File: src/rtl/pit_pkg.sv
package pit_pkg;
   localparam int BYTE_W  = 8;
   localparam int CNT_W   = 16;
   localparam int DIGITS  = CNT_W / 4;

   typedef enum logic [1:0] {
      ACC_LATCH = 2'd0,
      ACC_LO    = 2'd1,
      ACC_HI    = 2'd2,
      ACC_LOHI  = 2'd3
   } acc_e;

   typedef struct packed {
      acc_e       acc;
      logic [2:0] mode;
      logic       bcd;
   } ctrl_t;

   // decimal decrement with a borrow chain across the nibbles
   function automatic logic [CNT_W-1:0] bcd_dec(input logic [CNT_W-1:0] v);
      logic [CNT_W-1:0] r;
      logic             borrow;
      r      = v;
      borrow = 1'b1;
      for (int d = 0; d < DIGITS; d++) begin
         if (borrow) begin
            if (v[d*4 +: 4] == 4'd0) begin
               r[d*4 +: 4] = 4'd9;
            end else begin
               r[d*4 +: 4] = v[d*4 +: 4] - 4'd1;
               borrow      = 1'b0;
            end
         end
      end
      return r;
   endfunction
endpackage

File: src/rtl/pit_countdown.sv
module pit_countdown #(
   parameter bit BCD_EN = 1'b1
) (
   input  logic                    clk,
   input  logic                    rst_n,
   input  logic                    clear,
   input  logic                    load,
   input  logic [pit_pkg::CNT_W-1:0] load_val,
   input  logic [pit_pkg::CNT_W-1:0] reload,
   input  logic                    en,
   input  logic                    bcd,
   output logic [pit_pkg::CNT_W-1:0] cnt_o,
   output logic                    run_o,
   output logic                    out_o
);
   localparam int W = pit_pkg::CNT_W;

   logic [W-1:0] cnt_q, dec;
   logic         run_q, out_q;

   generate
      if (BCD_EN) begin : g_bcd
         assign dec = bcd ? pit_pkg::bcd_dec(cnt_q) : cnt_q - 1'b1;
      end else begin : g_bin
         assign dec = cnt_q - 1'b1;
      end
   endgenerate

   always_ff @(posedge clk) begin
      if (!rst_n) begin
         cnt_q <= '0;
         run_q <= 1'b0;
         out_q <= 1'b0;
      end else begin
         out_q <= 1'b0;
         if (clear) begin
            cnt_q <= '0;
            run_q <= 1'b0;
         end else if (load) begin
            cnt_q <= load_val;
            run_q <= 1'b1;
         end else if (en && run_q) begin
            if (cnt_q == W'(1)) begin
               cnt_q <= reload;
               out_q <= 1'b1;
            end else begin
               cnt_q <= dec;
            end
         end
      end
   end

   assign cnt_o = cnt_q;
   assign run_o = run_q;
   assign out_o = out_q;
endmodule

File: src/rtl/pit_channel.sv
module pit_channel #(
   parameter bit BCD_EN = 1'b1
) (
   input  logic                      clk,
   input  logic                      rst_n,
   input  logic                      tick_en,
   input  logic                      ctl_wr,
   input  logic                      rb_latch,
   input  logic                      rb_status,
   input  logic                      data_wr,
   input  logic                      data_rd,
   input  logic [pit_pkg::BYTE_W-1:0] wdata,
   output logic [pit_pkg::BYTE_W-1:0] rdata,
   output logic                      out_pulse,
   output logic                      null_o,
   output logic                      run_o,
   output logic                      latched_o,
   output logic [pit_pkg::CNT_W-1:0]  latch_o
);
   import pit_pkg::*;

   ctrl_t            ctrl_q;
   logic [CNT_W-1:0] reload_q, reload_nxt, latch_q, cnt, val;
   logic             latched_q, stat_q, rtog_q, wtog_q, wtog_nxt, null_q;
   logic             do_load, ctl_prog, latch_req, rd_release, null_nxt;

   assign ctl_prog  = ctl_wr && (wdata[5:4] != 2'd0);
   assign latch_req = (ctl_wr && (wdata[5:4] == 2'd0)) || rb_latch;

   // write-side byte sequencing
   always_comb begin
      reload_nxt = reload_q;
      wtog_nxt   = wtog_q;
      do_load    = 1'b0;
      if (data_wr) begin
         unique case (ctrl_q.acc)
            ACC_LO: begin
               reload_nxt[7:0] = wdata;
               do_load         = 1'b1;
            end
            ACC_HI: begin
               reload_nxt[15:8] = wdata;
               do_load          = 1'b1;
            end
            ACC_LOHI: begin
               if (!wtog_q) begin
                  reload_nxt[7:0] = wdata;
                  wtog_nxt        = 1'b1;
               end else begin
                  reload_nxt[15:8] = wdata;
                  wtog_nxt         = 1'b0;
                  do_load          = 1'b1;
               end
            end
            default: ;
         endcase
      end
   end

   always_comb begin
      null_nxt = null_q;
      if (do_load)
         null_nxt = 1'b0;
      else if (data_wr && ctrl_q.acc != ACC_LATCH)
         null_nxt = 1'b1;
   end

   // read-side byte selection
   assign val = latched_q ? latch_q : cnt;
   always_comb begin
      unique case (ctrl_q.acc)
         ACC_LO:   rdata = val[7:0];
         ACC_HI:   rdata = val[15:8];
         ACC_LOHI: rdata = rtog_q ? val[15:8] : val[7:0];
         default:  rdata = '0;
      endcase
      if (stat_q)
         rdata = {1'b0, null_q, ctrl_q};
   end

   assign rd_release = data_rd && !stat_q &&
                       ((ctrl_q.acc == ACC_LO) || (ctrl_q.acc == ACC_HI) ||
                        ((ctrl_q.acc == ACC_LOHI) && rtog_q));

   always_ff @(posedge clk) begin
      if (!rst_n) begin
         ctrl_q    <= '0;
         reload_q  <= '0;
         latch_q   <= '0;
         latched_q <= 1'b0;
         stat_q    <= 1'b0;
         rtog_q    <= 1'b0;
         wtog_q    <= 1'b0;
         null_q    <= 1'b0;
      end else if (ctl_prog) begin
         ctrl_q    <= ctrl_t'(wdata[5:0]);
         reload_q  <= '0;
         latched_q <= 1'b0;
         stat_q    <= 1'b0;
         rtog_q    <= 1'b0;
         wtog_q    <= 1'b0;
         null_q    <= 1'b1;
      end else begin
         reload_q <= reload_nxt;
         wtog_q   <= wtog_nxt;
         null_q   <= null_nxt;
         if (data_rd && stat_q)
            stat_q <= 1'b0;
         if (rb_status)
            stat_q <= 1'b1;
         if (data_rd && !stat_q && ctrl_q.acc == ACC_LOHI)
            rtog_q <= ~rtog_q;
         if (rd_release)
            latched_q <= 1'b0;
         if (latch_req && !latched_q) begin
            latch_q   <= cnt;
            latched_q <= 1'b1;
         end
      end
   end

   pit_countdown #(.BCD_EN(BCD_EN)) u_cnt (
      .clk      (clk),
      .rst_n    (rst_n),
      .clear    (ctl_prog),
      .load     (do_load),
      .load_val (reload_nxt),
      .reload   (reload_q),
      .en       (tick_en),
      .bcd      (ctrl_q.bcd),
      .cnt_o    (cnt),
      .run_o    (run_o),
      .out_o    (out_pulse)
   );

   assign null_o    = null_q;
   assign latched_o = latched_q;
   assign latch_o   = latch_q;
endmodule

File: src/rtl/interval_timer.sv
module interval_timer #(
   parameter int NUM_CH  = 3,
   parameter int GATE_CH = 2,
   parameter bit BCD_EN  = 1'b1
) (
   input  logic              clk,
   input  logic              rst_n,
   input  logic              tick,
   input  logic [1:0]        spk_ctl,
   input  logic [1:0]        addr,
   input  logic              wr,
   input  logic              rd,
   input  logic [7:0]        wdata,
   output logic [7:0]        rdata,
   output logic [NUM_CH-1:0] chan_out,
   output logic              spk_out
);
   import pit_pkg::*;

   localparam logic [1:0] CTL_ADDR = 2'd3;
   localparam int         LW       = NUM_CH * CNT_W;

   generate
      if (NUM_CH < 1 || NUM_CH > 3) begin : g_bad_nch
         $error("NUM_CH must be 1 to 3");
      end
      if (CNT_W != 16 || BYTE_W != 8) begin : g_bad_w
         $error("byte interface needs 8-bit bytes and 16-bit counts");
      end
   endgenerate

   logic              ctl_sel, rb_cmd;
   logic [NUM_CH-1:0] null_v, run_v, latched_v;
   logic [LW-1:0]     latch_flat;
   logic [7:0]        ch_rd [NUM_CH];

   assign ctl_sel = wr && (addr == CTL_ADDR);
   assign rb_cmd  = ctl_sel && (wdata[7:6] == 2'd3);

   for (genvar i = 0; i < NUM_CH; i++) begin : g_ch
      logic en;
      if (i == GATE_CH) begin : g_gated
         assign en = tick && spk_ctl[0];
      end else begin : g_free
         assign en = tick;
      end

      pit_channel #(.BCD_EN(BCD_EN)) u_ch (
         .clk       (clk),
         .rst_n     (rst_n),
         .tick_en   (en),
         .ctl_wr    (ctl_sel && (wdata[7:6] == 2'(i))),
         .rb_latch  (rb_cmd && !wdata[5] && wdata[i+1]),
         .rb_status (rb_cmd && !wdata[4] && wdata[i+1]),
         .data_wr   (wr && (addr == 2'(i))),
         .data_rd   (rd && (addr == 2'(i))),
         .wdata     (wdata),
         .rdata     (ch_rd[i]),
         .out_pulse (chan_out[i]),
         .null_o    (null_v[i]),
         .run_o     (run_v[i]),
         .latched_o (latched_v[i]),
         .latch_o   (latch_flat[i*CNT_W +: CNT_W])
      );
   end

   always_comb begin
      rdata = 8'hFF;
      for (int i = 0; i < NUM_CH; i++)
         if (addr == 2'(i)) rdata = ch_rd[i];
   end

   generate
      if (GATE_CH < NUM_CH) begin : g_spk
         assign spk_out = chan_out[GATE_CH] && (spk_ctl == 2'b11);
      end else begin : g_nospk
         assign spk_out = 1'b0;
      end
   endgenerate
endmodule

File: config.mk
export PLATFORM = sky130hd
export DESIGN_NAME = interval_timer
export DESIGN_NICKNAME = d
export VERILOG_FILES = /design/src/rtl/pit_pkg.sv /design/src/rtl/pit_countdown.sv /design/src/rtl/pit_channel.sv /design/src/rtl/interval_timer.sv
export SDC_FILE = /design/constraint.sdc
export NUM_CORES = 1
export LEC_CHECK = 0
export CORE_UTILIZATION = 45
export CTS_BUF_LIST = sky130_fd_sc_hd__clkbuf_4 sky130_fd_sc_hd__clkbuf_8
export DETAILED_ROUTE_END_ITERATION = 6
export DONT_BUFFER_PORTS = 1
export PLACE_DENSITY = 0.62
export SLEW_MARGIN = 20
export SYNTH_ARGS = -nofsm -noshare
export SYNTH_HDL_FRONTEND = slang
export SYNTH_SLANG_ARGS = --single-unit
File: constraint.sdc
create_clock -name clk -period 5.6 [get_ports clk]
set_input_delay 0.28 -clock clk [delete_from_list [all_inputs] [get_ports clk]]
set_output_delay 0.28 -clock clk [all_outputs]
set_load 0.05 [all_outputs]
==> run_results.csv, run 1 <==
group,metric,value,unit
synthesis,syn_area_per_cell,7.80,µm²
worst_setup_path,path_max_fanout,8,
power_and_ir_drop,p_leak,3.72,nW
min_path,min-delay-start,"wdata[5]",
synthesis,yosys-top-cells-count,"dfxtp_1, nor2_1, nand2_1",
clock_network,root_buffer,"clkbuf_8",
detailed_routing,wl,32600,µm
final_layout,antenna_cells,0,
floorplan,fp.dieW,155,µm
floorplan,die_h,155,µm
worst_setup_path,r2r-start,"g_ch[2].u_ch.u_cnt.cnt_o[4]",
detailed_routing,via_per_inst,6.26,
sta,slew_headroom,0.241,
worst_setup_path,cp_data_required_time,5320,ps
worst_setup_path,slowest_stage,"a21oi_1",
synthesis,synth_area_leaders,"dfxtp_1, mux2i_1, o21ai_0",
worst_setup_path,start_kind,"flop",
floorplan,initial_core_util,0.464,
global_routing,grt_max_degree,118,
outcome,status,"complete, but fails checks",
clock_network,cts_tree,"done",
synthesis,synth_top_cell_area_share,0.346,
clock_network,clock_latency,480,ps
run,drv_cap,0,
worst_setup_path,rr_worst_depth,6,
global_routing,antenna_found_initial,0,
sta,setup_violations,0,
synthesis,synth.distinct_cells,80,
synthesis,ys_ff_latch,183,
synthesis,synth-main-ff-cell,"dfxtp_1",
power_and_ir_drop,ir_drop,0.143,mV
placement,dp.cells,1553,
synthesis,synth_edf_count,0,
global_routing,overflow,0,
placement,place_congestion,0.871,
detailed_routing,remaining_drc_errors,1,
sta,finalMaxSlewViolations,0,
placement,hpwlAfterDp,21300,µm
placement,portBuffers,0,
global_routing,grt_pass1_wl,51000,µm
outcome,violations,"DRC",
final_layout,stdcell_area,11100,µm²
global_routing,track_usage,0.272,
synthesis,yosys.area.top_type,"dfxtp_1",
floorplan,fp-row-count,55,
detailed_routing,drtIter0Drc,1102,
worst_setup_path,critical_path_class,"reg -> out",
detailed_routing,ant_nets,0,
placement,dpl_cell_area,10500,µm²
sta,worst_pin_slew,1130,ps
min_path,whs_path_depth,2,
clock_network,cts_buffers,17,
floorplan,dieArea,24200,µm²
synthesis,syn_inst,1358,
synthesis,ys_seq_area_frac,0.346,
final_layout,synthToLayoutAreaGrowth,4.39,%
synthesis,async_reset_ff_frac,0,
sta,rsz0062_at_grt,"no",
power_and_ir_drop,power,2.34,mW
worst_setup_path,reg2reg_to,"g_ch[2].u_ch.u_cnt.cnt_o[4]",
detailed_routing,avgRoutedWirePerCell,20.5,µm
sta,hold_viol,0,
sta,worst_clock_skew,19.4,ps
final_layout,drive_gt1_frac,0.0562,
worst_setup_path,crit_path_cell_trace,"inv_1 > ha_1 > a21oi_1 > o22ai_1 > a22o_1 > a222oi_1 > nand2_1",
sta,max_clock_freq,291,MHz
detailed_routing,drt_pass1_iterations,7,
synthesis,synthesis.nets,1396,
sta,min_period,3440,ps
worst_setup_path,r2r_slack,2360,ps
final_layout,fin_nets,1307,
synthesis,yosys_warnings,0,
floorplan,io_pins,29,
clock_network,clk_pin_slew_worst_paths,110,ps
worst_setup_path,arrival,3160,ps
power_and_ir_drop,power_density,211,nW/µm²
min_path,worstHoldPathType,"in -> reg",
clock_network,ctsLongestPathBuffers,2,
detailed_routing,vias,9991,
clock_network,cts.htree.levels,4,
worst_setup_path,crit_path_end_kind,"output port",
worst_setup_path,slowest_delay,540,ps
final_layout,fill_cells,2290,
final_layout,finalNonFillerCells,1595,
synthesis,syn-cell-area,10600,µm²
sta,finalSetupTns,0,ps
sta,finalCritPeriodShare,0.614,
clock_network,cts_setup_buffers,0,
min_path,min_to,"g_ch[2].u_ch.reload_q[13]",
synthesis,synth_most_common_cell,"dfxtp_1",
clock_network,cts.sinks,183,
global_routing,grt_pass1_vias,8854,
floorplan,core-area,22800,µm²
==> registers in the layout, indices dropped and copies added (netlist names) <==
name,flops
g_ch.u_ch.u_cnt.run_o,3
g_ch.u_ch.wtog_q,3
g_ch.u_ch.reload_q,48
g_ch.u_ch.rtog_q,3
g_ch.u_ch.u_cnt.out_o,3
g_ch.u_ch.latched_o,3
g_ch.u_ch.latch_o,48
g_ch.u_ch.u_cnt.cnt_o,48
g_ch.u_ch.ctrl_q,18
g_ch.u_ch.null_o,3
g_ch.u_ch.stat_q,3
==> final cells by class <==
type,count,area (µm²),share of cell area
clock inverter,15,154,0.0139
sequential,183,3660,0.331
clock buffer,17,234,0.0212
inverter,27,101,0.00916
multi-input combinational,1019,6310,0.571
timing repair buffer,21,200,0.0181
tap,313,392,0.0354
==> report_power, final <==
part / switching [mW] / internal (mW) / leakage [nW] / total (mW)
Clock: 0.578 / 0.336 / 0.197 / 0.914
Sequential: 0.00654 / 1.30 / 1.47 / 1.31
Combinational: 0.0822 / 0.0294 / 2.05 / 0.112
==> worst max-delay path, delay by kind of cell, from the launching register on <==
family | cells | cell delay, ps
compound gates | 4 | 1490
flops | 1 | 440
simple gates | 1 | 410
fa+ha+maj | 1 | 240
buf+inv | 1 | 100
==> metal layers <==
layer	vias to the layer above	GRT usage	part of all wire
met2	379	0.395	0.42
met4	0	0.0738	0.020
met5	-	0	0
met1	4784	0.399	0.47
met3	45	0.0632	0.092
li1	4783	-	-
==> kinds of logic after synthesis <==
| family | share of synthesized area |
|---|---|
| AOI/OAI and AO/OA | 0.265 |
| xor gates and xnor gates | 0.0132 |
| adders and majority gates | 0.0248 |
| buffers and inverters | 0.0621 |
| DFF | 0.346 |
| muxes | 0.0674 |
| and+or+nand+nor | 0.221 |
==> cells in the final DEF (no fill, tap or decap), types with 10 or more instances in the layout <==
| master | n |
|---|---|
| a21oi_1 | 79 |
| o21ai_0 | 109 |
| ha_1 | 21 |
| clkbuf_8 | 17 |
| o22ai_1 | 29 |
| nand3_1 | 66 |
| a22oi_1 | 65 |
| nor3_1 | 23 |
| dfxtp_1 | 182 |
| a221o_1 | 13 |
| a31oi_1 | 10 |
| inv_1 | 27 |
| and3_1 | 11 |
| nor2b_1 | 22 |
| o21a_1 | 12 |
| o211ai_1 | 12 |
| mux2i_1 | 68 |
| xnor2_1 | 12 |
| o31ai_1 | 10 |
| a211oi_1 | 14 |
| nand2_1 | 131 |
| nor2_1 | 137 |
| buf_4 | 11 |
| a22o_1 | 10 |
| nor4_1 | 12 |
==> through the flow <==
stage	hold WS, ps	util	setup slack [ps]
floorplan	436	-	2720
global placement	411	0.461	2610
detailed placement	417	0.461	2440
CTS	1.65	0.483	2170
global route	23.9	0.484	2050
finish	16.2	0.484	2160
==> repair_timing <==
| action | CTS | global route |
|---|---|---|
| resized for setup | 0 | 0 |
| hold buffers | 10 | 0 |
| hold endpoints to repair | 114 | 0 |
==> how the worst max path moves through the flow <==
stage	startpoint	to	slack, ps	cells after the start
after global routing	g_ch[0].u_ch.ctrl_q[4]	rdata[4]	2050	7
after global placement	g_ch[2].u_ch.u_cnt.cnt_o[4]	g_ch[2].u_ch.u_cnt.cnt_o[12]	2610	6
after CTS	g_ch[0].u_ch.ctrl_q[4]	rdata[4]	2170	7
after detailed placement	g_ch[2].u_ch.u_cnt.cnt_o[4]	g_ch[2].u_ch.u_cnt.cnt_o[4]	2440	6
after floorplan	g_ch[0].u_ch.latched_o	rdata[7]	2720	6
final	g_ch[0].u_ch.ctrl_q[4]	rdata[4]	2160	7
Note: power is estimated with default switching activity, not from simulation.
==> run 2: changes to the inputs <==
- ABC_AREA: not set -> 1
- PLACE_DENSITY: 0.62 -> 0.64
- clock period: 5.6 -> 3 ns (I/O delays scaled with it)
==> run_results.csv, run 2 <==
group,metric,value,unit
final_layout,fin_nets,1824,
sta,max_clock_freq,354,MHz
synthesis,synth_xor_area_frac,0.00949,
power_and_ir_drop,power_density,371,nW/µm²
worst_setup_path,path_max_fanout,9,
detailed_routing,via_per_inst,5.54,
worst_setup_path,crit_path_end_kind,"output port",
sta,slew_headroom,0.427,
clock_network,root_buffer,"clkbuf_8",
synthesis,syn-cell-area,11100,µm²
min_path,min_to,"g_ch[1].u_ch.ctrl_q[4]",
clock_network,cts_setup_buffers,0,
worst_setup_path,start_kind,"flop",
min_path,whs_path_depth,4,
global_routing,grt_pass1_wl,58100,µm
sta,finalSetupTns,0,ps
sta,worst_pin_slew,857,ps
clock_network,clock_latency,490,ps
worst_setup_path,critical_path_class,"reg -> out",
power_and_ir_drop,p_leak,5.22,nW
synthesis,ys_seq_area_frac,0.331,
synthesis,syn_area_per_cell,6.16,µm²
floorplan,fp-row-count,57,
floorplan,dieArea,25300,µm²
floorplan,initial_core_util,0.457,
detailed_routing,vias,11800,
clock_network,cts_buffers,17,
min_path,worstHoldPathType,"in -> reg",
final_layout,layout_commonest_cell,"nor2_1",
floorplan,fp.dieW,159,µm
synthesis,async_reset_ff_frac,0,
final_layout,fill_cells,2648,
detailed_routing,drt_pass1_iterations,5,
floorplan,io_pins,29,
synthesis,synth-main-ff-cell,"dfxtp_1",
synthesis,yosys-top-cells-count,"nor2_1, nand2_1, inv_1",
min_path,min-delay-start,"wr",
final_layout,synthToLayoutAreaGrowth,7.62,%
clock_network,ctsLongestPathBuffers,2,
floorplan,die_h,159,µm
clock_network,cts.sinks,183,
sta,min_period,2820,ps
final_layout,final_cell_mix,"nor2_1, nand2_1, inv_1",
clock_network,cts_tree,"done",
placement,portBuffers,0,
placement,place_congestion,0.965,
synthesis,ys_ff_latch,183,
synthesis,synth-simple-area-share,0.335,
synthesis,synth_top_cell_area_share,0.331,
detailed_routing,remaining_drc_errors,0,
sta,finalCritPeriodShare,0.940,
clock_network,cts.htree.levels,4,
synthesis,synth_most_common_cell,"nor2_1",
global_routing,track_usage,0.288,
detailed_routing,avgRoutedWirePerCell,17.0,µm
synthesis,synthesis.nets,1838,
sta,rsz0062_at_grt,"no",
detailed_routing,ant_nets,0,
global_routing,grt_max_degree,64,
synthesis,synth_area_leaders,"dfxtp_1, nor2_1, nand2_1",
power_and_ir_drop,ir_drop,0.230,mV
outcome,status,"complete, no violations",
worst_setup_path,r2r-start,"g_ch[0].u_ch.ctrl_q[5]",
global_routing,overflow,0,
clock_network,clk_pin_slew_worst_paths,100,ps
placement,hpwlAfterDp,26200,µm
placement,dpl_cell_area,11300,µm²
worst_setup_path,r2r_slack,700,ps
detailed_routing,wl,36300,µm
synthesis,synth-compound-area-share,0.199,
synthesis,yosys_warnings,0,
synthesis,yosys.area.top_type,"dfxtp_1",
synthesis,synth_mux_area_frac,0.000903,
final_layout,fin_util,0.492,
synthesis,syn_inst,1800,
detailed_routing,drtIter0Drc,1104,
worst_setup_path,rr_worst_depth,10,
sta,finalMaxSlewViolations,0,
final_layout,seqCellArea,3660,µm²
final_layout,stdcell_area,11900,µm²
worst_setup_path,cp_data_required_time,2850,ps
worst_setup_path,arrival,2670,ps
synthesis,synth_fa_ha_area_frac,0.0237,
sta,setup_violations,0,
synthesis,synth_top_family_by_area,"simple AND/OR/NAND/NOR gates",
worst_setup_path,reg2reg_to,"g_ch[0].u_ch.u_cnt.cnt_o[2]",
synthesis,synth_edf_count,0,
run,drv_cap,0,
final_layout,drive_gt1_frac,0.0561,
global_routing,antenna_found_initial,6,
global_routing,grt_pass1_vias,10700,
synthesis,synth.distinct_cells,42,
sta,worst_clock_skew,16.7,ps
sta,hold_viol,0,
final_layout,multi_input_area,6320,µm²
floorplan,core-area,24200,µm²
[run 2: power by group]
group | leakage, nW | internal (mW) | total, mW | switching [mW]
sequential | 1.47 | 2.44 | 2.46 | 0.0132
combinational | 3.56 | 0.0676 | 0.289 | 0.222
clock | 0.189 | 0.633 | 1.67 | 1.04
[run 2: cell families after synthesis]
| family | Yosys count |
|---|---|
| multiplexers | 1 |
| AND/OR/NAND/NOR | 899 |
| adder cells (fa/ha/maj) | 21 |
| XOR/XNOR | 12 |
| buffers and inverters | 282 |
| AO/OA/AOI/OAI | 402 |
| flip-flops | 183 |
[run 2: how the worst max path moves through the flow]
stage	startpoint	end	slack, ps	cells past startpoint
final	g_ch[0].u_ch.ctrl_q[5]	rdata[3]	180	9
after global routing	g_ch[0].u_ch.ctrl_q[5]	rdata[3]	7	9
after CTS	g_ch[1].u_ch.ctrl_q[4]	rdata[1]	100	7
after detailed placement	g_ch[1].u_ch.ctrl_q[4]	rdata[1]	640	7
after global placement	g_ch[1].u_ch.ctrl_q[4]	rdata[1]	670	7
after floorplan	g_ch[1].u_ch.ctrl_q[5]	rdata[7]	580	8
[run 2: area by class of cell]
cell class / instances / area share
Tap cell: 324 / 0.0340
Clock inverter: 14 / 0.0109
Antenna cell: 6 / 0.00126
Multi-Input combinational cell: 1335 / 0.530
Clock buffer: 18 / 0.0208
Sequential cell: 183 / 0.307
Timing Repair Buffer: 43 / 0.0313
Inverter: 206 / 0.0648
[run 2: repair_timing]
| item | CTS | global route |
|---|---|---|
| endpoints found under the setup margin | 0 | 4 |
| hold buffers | 16 | 0 |
| endpoints found under the hold margin | 135 | 0 |
| gates resized for setup | 0 | 4 |
[run 2: worst max-delay path: stages, from the launching register on]
cell,delay (ps)
dfxtp_1,370
ha_1,320
nand2_1,110
inv_1,50
nor2_1,420
o22ai_1,170
nand2_1,90
nand3_1,70
nand2_1,130
nand3_1,450
[run 2: layer usage]
metal  routed length [µm]  global-route usage  up-vias
li1                     -                   -     5856
met4                 1290               0.126        4
met5                   25                   0        -
met3                 2670              0.0559       85
met2                16100               0.448      473
met1                16200               0.387     5383
[run 2: per-stage QoR]
stage / setup WS, ps / power (mW) / hold WS (ps) / std cells
after detailed placement: 640 / 2.74 / 295 / 2075
after CTS: 98.2 / 4.44 / 3.75 / 2123
after floorplan: 581 / 2.70 / 293 / 1800
final: 179 / 4.42 / 31.7 / 2129
after global placement: 671 / 2.73 / 291 / 2075
after global routing: 6.52 / 4.57 / 44.6 / 2126
==> run 3: changes to the inputs <==
- ABC_AREA: 1 -> not set
==> run_results.csv, run 3 (synthesis results as in run 1) <==
group,metric,value,unit
floorplan,dieArea,24200,µm²
final_layout,fin_nets,1357,
floorplan,fp.dieW,155,µm
power_and_ir_drop,p_leak,3.97,nW
sta,setup_violations,0,
detailed_routing,vias,10200,
worst_setup_path,crit_path_end_kind,"output port",
detailed_routing,via_per_inst,6.19,
sta,worst_pin_slew,1010,ps
detailed_routing,remaining_drc_errors,0,
clock_network,clk_pin_slew_worst_paths,110,ps
detailed_routing,drtIter0Drc,1009,
detailed_routing,avgRoutedWirePerCell,20.3,µm
sta,rsz0062_at_grt,"no",
placement,place_congestion,0.924,
power_and_ir_drop,p_seq_frac,0.544,
floorplan,initial_core_util,0.464,
clock_network,cts.htree.levels,4,
global_routing,antenna_found_initial,0,
sta,finalCritPeriodShare,0.970,
outcome,status,"complete, no violations",
placement,portBuffers,0,
power_and_ir_drop,ir_drop,0.249,mV
sta,finalMaxSlewViolations,0,
sta,hold_viol,0,
sta,finalSetupTns,0,ps
worst_setup_path,cp_data_required_time,2850,ps
global_routing,overflow,0,
final_layout,layout_commonest_cell,"dfxtp_1",
global_routing,track_usage,0.279,
sta,slew_headroom,0.329,
clock_network,cts_buffers,17,
final_layout,synthToLayoutAreaGrowth,8.19,%
worst_setup_path,path_max_fanout,10,
clock_network,clock_latency,490,ps
min_path,min-delay-start,"wdata[5]",
power_and_ir_drop,clkPwrFrac,0.405,
detailed_routing,ant_nets,0,
global_routing,grt_max_degree,118,
global_routing,grt_pass1_wl,52500,µm
floorplan,io_pins,29,
sta,worst_clock_skew,18.4,ps
power_and_ir_drop,power,4.49,mW
worst_setup_path,start_kind,"flop",
final_layout,final_cell_mix,"dfxtp_1, nor2_1, nand2_1",
power_and_ir_drop,combPwrFrac,0.052,
power_and_ir_drop,sw_frac_of_total,0.269,
sta,max_clock_freq,344,MHz
clock_network,cts.sinks,183,
clock_network,cts_setup_buffers,0,
worst_setup_path,arrival,2760,ps
global_routing,grt_pass1_vias,9223,
power_and_ir_drop,power_density,392,nW/µm²
sta,min_period,2910,ps
clock_network,root_buffer,"clkbuf_8",
worst_setup_path,critical_path_class,"reg -> out",
worst_setup_path,r2r-start,"g_ch[2].u_ch.ctrl_q[4]",
worst_setup_path,worstSetupStartpoint,"g_ch[0].u_ch.ctrl_q[4]",
detailed_routing,drt_pass1_iterations,5,
power_and_ir_drop,p_sw,1.21,mW
final_layout,drive_gt1_frac,0.0901,
clock_network,ctsLongestPathBuffers,2,
detailed_routing,wl,33400,µm
min_path,worstHoldPathType,"in -> reg",
floorplan,fp-row-count,55,
floorplan,die_h,155,µm
power_and_ir_drop,p_int,3.28,mW
placement,hpwlAfterDp,22300,µm
run,drv_cap,0,
clock_network,cts_tree,"done",
floorplan,core-area,22800,µm²
## run 3: cell count changes in the layout (fill, tap and decap cells not counted), sizes merged, moves of 18 or more
cell / previous run / this run
nand2: 367 / 131
nor2: 375 / 139
inv: 211 / 34
a21oi: 160 / 79
mux2i: 1 / 68
nand3: 128 / 66
a22oi: 7 / 65
o21ai: 156 / 118
buf: 28 / 59
nor2b: 0 / 22
nor3: 7 / 25
## run 3: power by group through the flow
stage / Sequential [mW] / Clock (mW) / Combinational, mW
6_report: 2.44 / 1.82 / 0.232
3_3_place_gp: 2.50 / 0 / 0.153
2_1_floorplan: 2.49 / 0 / 0.156
3_5_place_dp: 2.50 / 0 / 0.153
4_1_cts: 2.44 / 1.83 / 0.227
5_1_grt: 2.44 / 1.93 / 0.243
## run 3: critical path: stages (launching register included)
cell      delay, ps
dfxtp_1         370
ha_1            330
a21oi_1         180
buf_4           180
o22ai_1         110
a22o_1          230
a222oi_1        430
nand2_1         440
## run 3: worst paths after layout
kind / endpoint / slack (ps) / cells after the start
max: rdata[0] / 90 / 7
min: g_ch[0].u_ch.u_cnt.cnt_o[5] / 10 / 4
max reg2reg: g_ch[2].u_ch.u_cnt.cnt_o[12] / 330 / 8
min reg2reg: g_ch[2].u_ch.reload_q[15] / 460 / 2
## run 3: area by class of cell
type	count	area, µm²
multi-input combinational	1019	6310
fill	2277	11400
antenna	1	2.50
tap	313	392
timing repair buffer	71	583
clock inverter	13	160
sequential	183	3660
clock buffer	19	249
inverter	27	101
## run 3: per-stage QoR
step                hold WS, ps  setup WS [ps]   util  instance area (µm²)  instances
CTS                        6.96           63.2  0.501                11400       1645
detailed placement          295            366  0.476                10900       1600
global placement            293            456  0.476                10900       1600
floorplan                   329            251      -                10600       1358
finish                     14.2           90.4  0.502                11500       1646
global route               40.8           2.39  0.501                11500       1645
## run 3: routing by layer
| metal | up-vias | global-route usage | routed length [µm] |
|---|---|---|---|
| met1 | 4850 | 0.372 | 14700 |
| met3 | 70 | 0.0476 | 2410 |
| met4 | 0 | 0.103 | 1030 |
| met5 | - | 0 | 0 |
| met2 | 372 | 0.449 | 15300 |
| li1 | 4889 | - | - |
## run 3: what timing repair did
action | 4_1_cts | 5_1_grt
gates resized for setup | 0 | 5
endpoints found under the setup margin | 0 | 8
hold buffers | 13 | 0
endpoints found under the hold margin | 133 | 0
